## config.mk

```make
export PLATFORM = sky130hd
export DESIGN_NAME = johnson_timing_gen
export DESIGN_NICKNAME = d
export VERILOG_FILES = /design/src/rtl/jc_pkg.sv /design/src/rtl/jc_stage_reg.sv /design/src/rtl/jc_strobe_decode.sv /design/src/rtl/johnson_timing_gen.sv
export SDC_FILE = /design/constraint.sdc
export NUM_CORES = 1
export LEC_CHECK = 0
export BUFFER_PORTS_ARGS = -buffer_cell sky130_fd_sc_hd__buf_4
export CORE_AREA = 2 2 39 41
export DETAILED_ROUTE_END_ITERATION = 10
export DIE_AREA = 0 0 41 43
export PLACE_DENSITY = 0.5
export RECOVER_POWER = 100
export SYNTH_ARGS = -nofsm -noshare
export SYNTH_HDL_FRONTEND = slang
export SYNTH_HIERARCHICAL = 1
export SYNTH_SLANG_ARGS = --single-unit
```

## constraint.sdc

```tcl
create_clock -name clk -period 1.1 [get_ports clk]
set_input_delay 0.33 -clock clk [delete_from_list [all_inputs] [get_ports clk]]
set_output_delay 0.33 -clock clk [all_outputs]
set_load 0.02 [all_outputs]
```

## src/rtl/jc_pkg.sv

```systemverilog
package jc_pkg;

  typedef enum logic [1:0] {
    TERM_BOTH_LOW,
    TERM_RISE,
    TERM_BOTH_HIGH,
    TERM_FALL
  } term_kind_e;

  function automatic int jc_phase_count(int stages);
    return 2 * stages;
  endfunction

  // Kind of two-input term that marks phase k of a chain with 'stages' flops
  function automatic term_kind_e jc_term_kind(int k, int stages);
    if (k == 0)          return TERM_BOTH_LOW;
    else if (k < stages) return TERM_RISE;
    else if (k == stages) return TERM_BOTH_HIGH;
    else                 return TERM_FALL;
  endfunction

  // Lower stage index used by the term for phase k
  function automatic int jc_term_lo(int k, int stages);
    if (k == 0 || k == stages) return 0;
    else if (k < stages)       return k - 1;
    else                       return k - stages - 1;
  endfunction

  // Upper stage index used by the term for phase k
  function automatic int jc_term_hi(int k, int stages);
    if (k == 0 || k == stages) return stages - 1;
    else if (k < stages)       return k;
    else                       return k - stages;
  endfunction

endpackage

```

## src/rtl/jc_stage_reg.sv

```systemverilog
module jc_stage_reg #(
  parameter int STAGES = 4
) (
  input  logic              clk,
  input  logic              rst,
  input  logic              en,
  output logic [STAGES-1:0] stage_q
);

  // Shift toward the top, inverse of the last stage enters at the bottom
  function automatic logic [STAGES-1:0] twist_shift(input logic [STAGES-1:0] cur);
    return {cur[STAGES-2:0], ~cur[STAGES-1]};
  endfunction

  logic [STAGES-1:0] stage_next;
  logic              advance;

  assign advance    = en & ~rst;
  assign stage_next = twist_shift(stage_q);

  always_ff @(posedge clk) begin
    if (rst)          stage_q <= '0;
    else if (advance) stage_q <= stage_next;
  end

endmodule

```

## src/rtl/jc_strobe_decode.sv

```systemverilog
module jc_strobe_decode #(
  parameter int STAGES = 4,
  localparam int PHASES = jc_pkg::jc_phase_count(STAGES)
) (
  input  logic [STAGES-1:0] stage_q,
  output logic [PHASES-1:0] tick
);
  import jc_pkg::*;

  for (genvar k = 0; k < PHASES; k++) begin : g_phase
    localparam term_kind_e KIND = jc_term_kind(k, STAGES);
    localparam int         LO   = jc_term_lo(k, STAGES);
    localparam int         HI   = jc_term_hi(k, STAGES);
    if (KIND == TERM_BOTH_LOW) begin : g_bl
      assign tick[k] = ~stage_q[LO] & ~stage_q[HI];
    end else if (KIND == TERM_RISE) begin : g_ri
      assign tick[k] =  stage_q[LO] & ~stage_q[HI];
    end else if (KIND == TERM_BOTH_HIGH) begin : g_bh
      assign tick[k] =  stage_q[LO] &  stage_q[HI];
    end else begin : g_fa
      assign tick[k] = ~stage_q[LO] &  stage_q[HI];
    end
  end

endmodule

```

## src/rtl/johnson_timing_gen.sv

```systemverilog
module johnson_timing_gen #(
  parameter int STAGES = 4,
  localparam int PHASES = 2 * STAGES
) (
  input  logic              clk,
  input  logic              rst,
  input  logic              en,
  output logic [STAGES-1:0] stage_q,
  output logic [PHASES-1:0] tick
);

  logic [STAGES-1:0] stage_w;
  logic [PHASES-1:0] tick_w;

  jc_stage_reg #(.STAGES(STAGES)) u_stages (
    .clk     (clk),
    .rst     (rst),
    .en      (en),
    .stage_q (stage_w)
  );

  jc_strobe_decode #(.STAGES(STAGES)) u_decode (
    .stage_q (stage_w),
    .tick    (tick_w)
  );

  assign stage_q = stage_w;
  assign tick    = tick_w;

endmodule

```

==> run_results.csv <==
group,metric,value,unit
run_status,status,"finished, violations left",
run_status,failed_checks,"setup timing",
routing,drt_iter0_drc,4,
critical_path,crit_chain,"and2b_2 -> buf_6",
critical_path,cp_data_required_time,0.77,ns
floorplan,core,1380,um^2
synthesis,synth_ff_type,"dfxtp_1",
layout,nets,46,
clocking,clockBufferDepth,2,
sta,rsz0062_at_grt,"true",
routing,postRouteAntennaNets,0,
sta,tightestPinTransition,0.153,ns
sta,min_period,1.26,ns
sta,drv_slew,0,
layout,largest_reg_flops,4,
synthesis,synth_seq_area_share,36.6,%
routing,via_count,214,
clocking,root_buffer,"clkbuf_4",
placement,io_buffers,14,
synthesis,synth.distinct_cells,10,
critical_path,cp_max_fo,6,
routing,drc,0,
synthesis,syn_area,219,um^2
synthesis,synth_area_per_cell,9.12,um^2
sta,finalClockSkew,0.00372,ns
clocking,cts_tree,"done",
synthesis,async_flop_share,0,%
sta,setup_viol,8,
synthesis,synth_fp_nets,27,
floorplan,initial_core_util,15.8,%
synthesis,synth_edf_count,0,
synthesis,ys_ff_latch,4,
sta,tns,-0.884,ns
clocking,path_clk_slew,0.04,ns
floorplan,dieArea,1760,um^2
placement,dpl.hpwl,376,um
sta,post-route-period-util,114,%
floorplan,rows,14,
layout,top_regs,"u_stages/stage_q: 4 flops",
routing,viasPerCell,3.75,
layout,area_delta_synth_final,106,%
synthesis,synthTopCellsByArea,"dfxtp_1, mux2i_1, nor2b_1",
sta,fmax,0.795,GHz
synthesis,synth.largest_area_cell,"dfxtp_1",
floorplan,io_pins,15,
layout,multi_input_area,149,um^2
sta,worst_slack,-0.157,ns
routing,wl,538,um
placement,place_area,332,um^2
clocking,worstSkewPairLatency,0.23,ns
synthesis,syn_inst,24,
global_route,grt_pass1_vias,169,
global_route,antenna_found_initial,0,
synthesis,yosysTopAreaCellShare,36.6,%
global_route,grtUsageTotal,7.13,%
layout,stdcell_count,57,
layout,final_area,452,um^2
routing,wl_per_cell,9.44,um
placement,place.gp.congestion,0.643,
global_route,grt_max_degree,8,
layout,n_antenna_cell,0,
critical_path,crit_path_start_kind,"flip-flop",
flow_run,cap_violations,0,
synthesis,yosys_warnings,6,
sta,hold_violations,0,
placement,dp_cells,52,
critical_path,critPathMaxStageDelay,0.35,ns
sta,relSlewSlack,89.5,%
layout,fill_cells,146,
clocking,cts.sinks,4,
floorplan,die_h,43,um
min_path,worst_hold_path_type,"in -> reg",
critical_path,criticalPathCategory,"reg -> out",
floorplan,die_w,41,um
layout,final_layout_size_suffix_gt1_share,78.0,%
synthesis,synth_common_cells,"dfxtp_1, nor2_1, nor2b_1",
critical_path,critPathSlowestCell,"dfxtp_4",
sta,holdWs,0.268,ns
layout,regMostFlops,"u_stages/stage_q",
critical_path,end_kind,"output port",
global_route,grt_pass1_wl,703,um
clocking,numCtsBuffers,3,
power_and_ir_drop,irDropWorstVdd,0.000654,V
power_and_ir_drop,p_leak,0.215,nW
routing,drt_first_pass_iters,4,
clocking,htreeDepth,1,
critical_path,crit_arrival,0.93,ns
power_and_ir_drop,powerDensity,966,nW/um^2
layout,seq_area,95.1,um^2
global_route,grt-ovfl-total,0,
==> cell families after synthesis <==
group           synth area share (%)
simple gates                    35.4
flops                           36.6
mux                             13.7
buf+inv                         10.3
compound gates                  4.00
==> final timing paths <==
kind | from | endpoint | slack, ns | depth (start not counted)
max reg2reg | u_stages/stage_q[3]$_SDFFE_PP0P_ | u_stages/stage_q[0]$_SDFFE_PP0P_ | 0.20 | 3
max | u_stages/stage_q[2]$_SDFFE_PP0P_ | tick[2] | -0.16 | 2
min | rst | u_stages/stage_q[0]$_SDFFE_PP0P_ | 0.27 | 2
min reg2reg | u_stages/stage_q[1]$_SDFFE_PP0P_ | u_stages/stage_q[1]$_SDFFE_PP0P_ | 0.59 | 2
==> per-stage QoR <==
step / util (%) / setup slack [ns] / power [W]
floorplan: - / -0.0568 / 0.000206
global route: 32.6 / -0.203 / 0.000470
global placement: 24.0 / 0.0144 / 0.000238
detailed placement: 24.0 / 0.00697 / 0.000238
finish: 32.6 / -0.157 / 0.000436
CTS: 29.2 / -0.174 / 0.000428
==> power breakdown <==
part	internal (W)	switching (W)
registers	0.000146	0.0000128
clock network	0.000122	0.0000590
logic	0.0000552	0.0000414
total	0.000323	0.000113
==> what timing repair did <==
item	in CTS	in global routing
setup endpoints to repair	12	10
resized for setup	13	12
hold buffers	0	0
pin swaps	0	1
cloned	0	0
setup buffers	2	0
==> layout by cell type, fill, tap and decap left out <==
master | synthesis | final
and2_4 | 0 | 1
mux2i_1 | 3 | 3
nor2_1 | 4 | 3
nor2_4 | 0 | 1
and2b_2 | 2 | 2
or2b_1 | 1 | 1
a21oi_2 | 1 | 1
nor2b_4 | 0 | 3
nor2b_1 | 4 | 1
dfxtp_4 | 0 | 4
nand2b_1 | 1 | 1
clkbuf_4 | 0 | 4
buf_6 | 0 | 10
buf_4 | 3 | 6
==> worst max-delay path, delay by kind of cell (launching register included) <==
family | cells | cell delay [ns]
flops | 1 | 0.35
simple gates | 1 | 0.22
buf+inv | 1 | 0.12
==> layout make-up <==
type / count / share of cell area, %
tap: 16 / 4.43
sequential: 4 / 21.1
timing repair buffer: 17 / 36.6
clock buffer: 3 / 4.99
multi-input combinational: 17 / 33.0
==> metal layers <==
metal / wire (um) / GRT usage (%) / up-vias
li1: - / - / 110
met4: 0 / 4.00 / 0
met5: 0 / 0 / -
met1: 210 / 6.11 / 91
met3: 67 / 9.42 / 0
met2: 260 / 8.75 / 13
(Power assumes the default switching activity.)
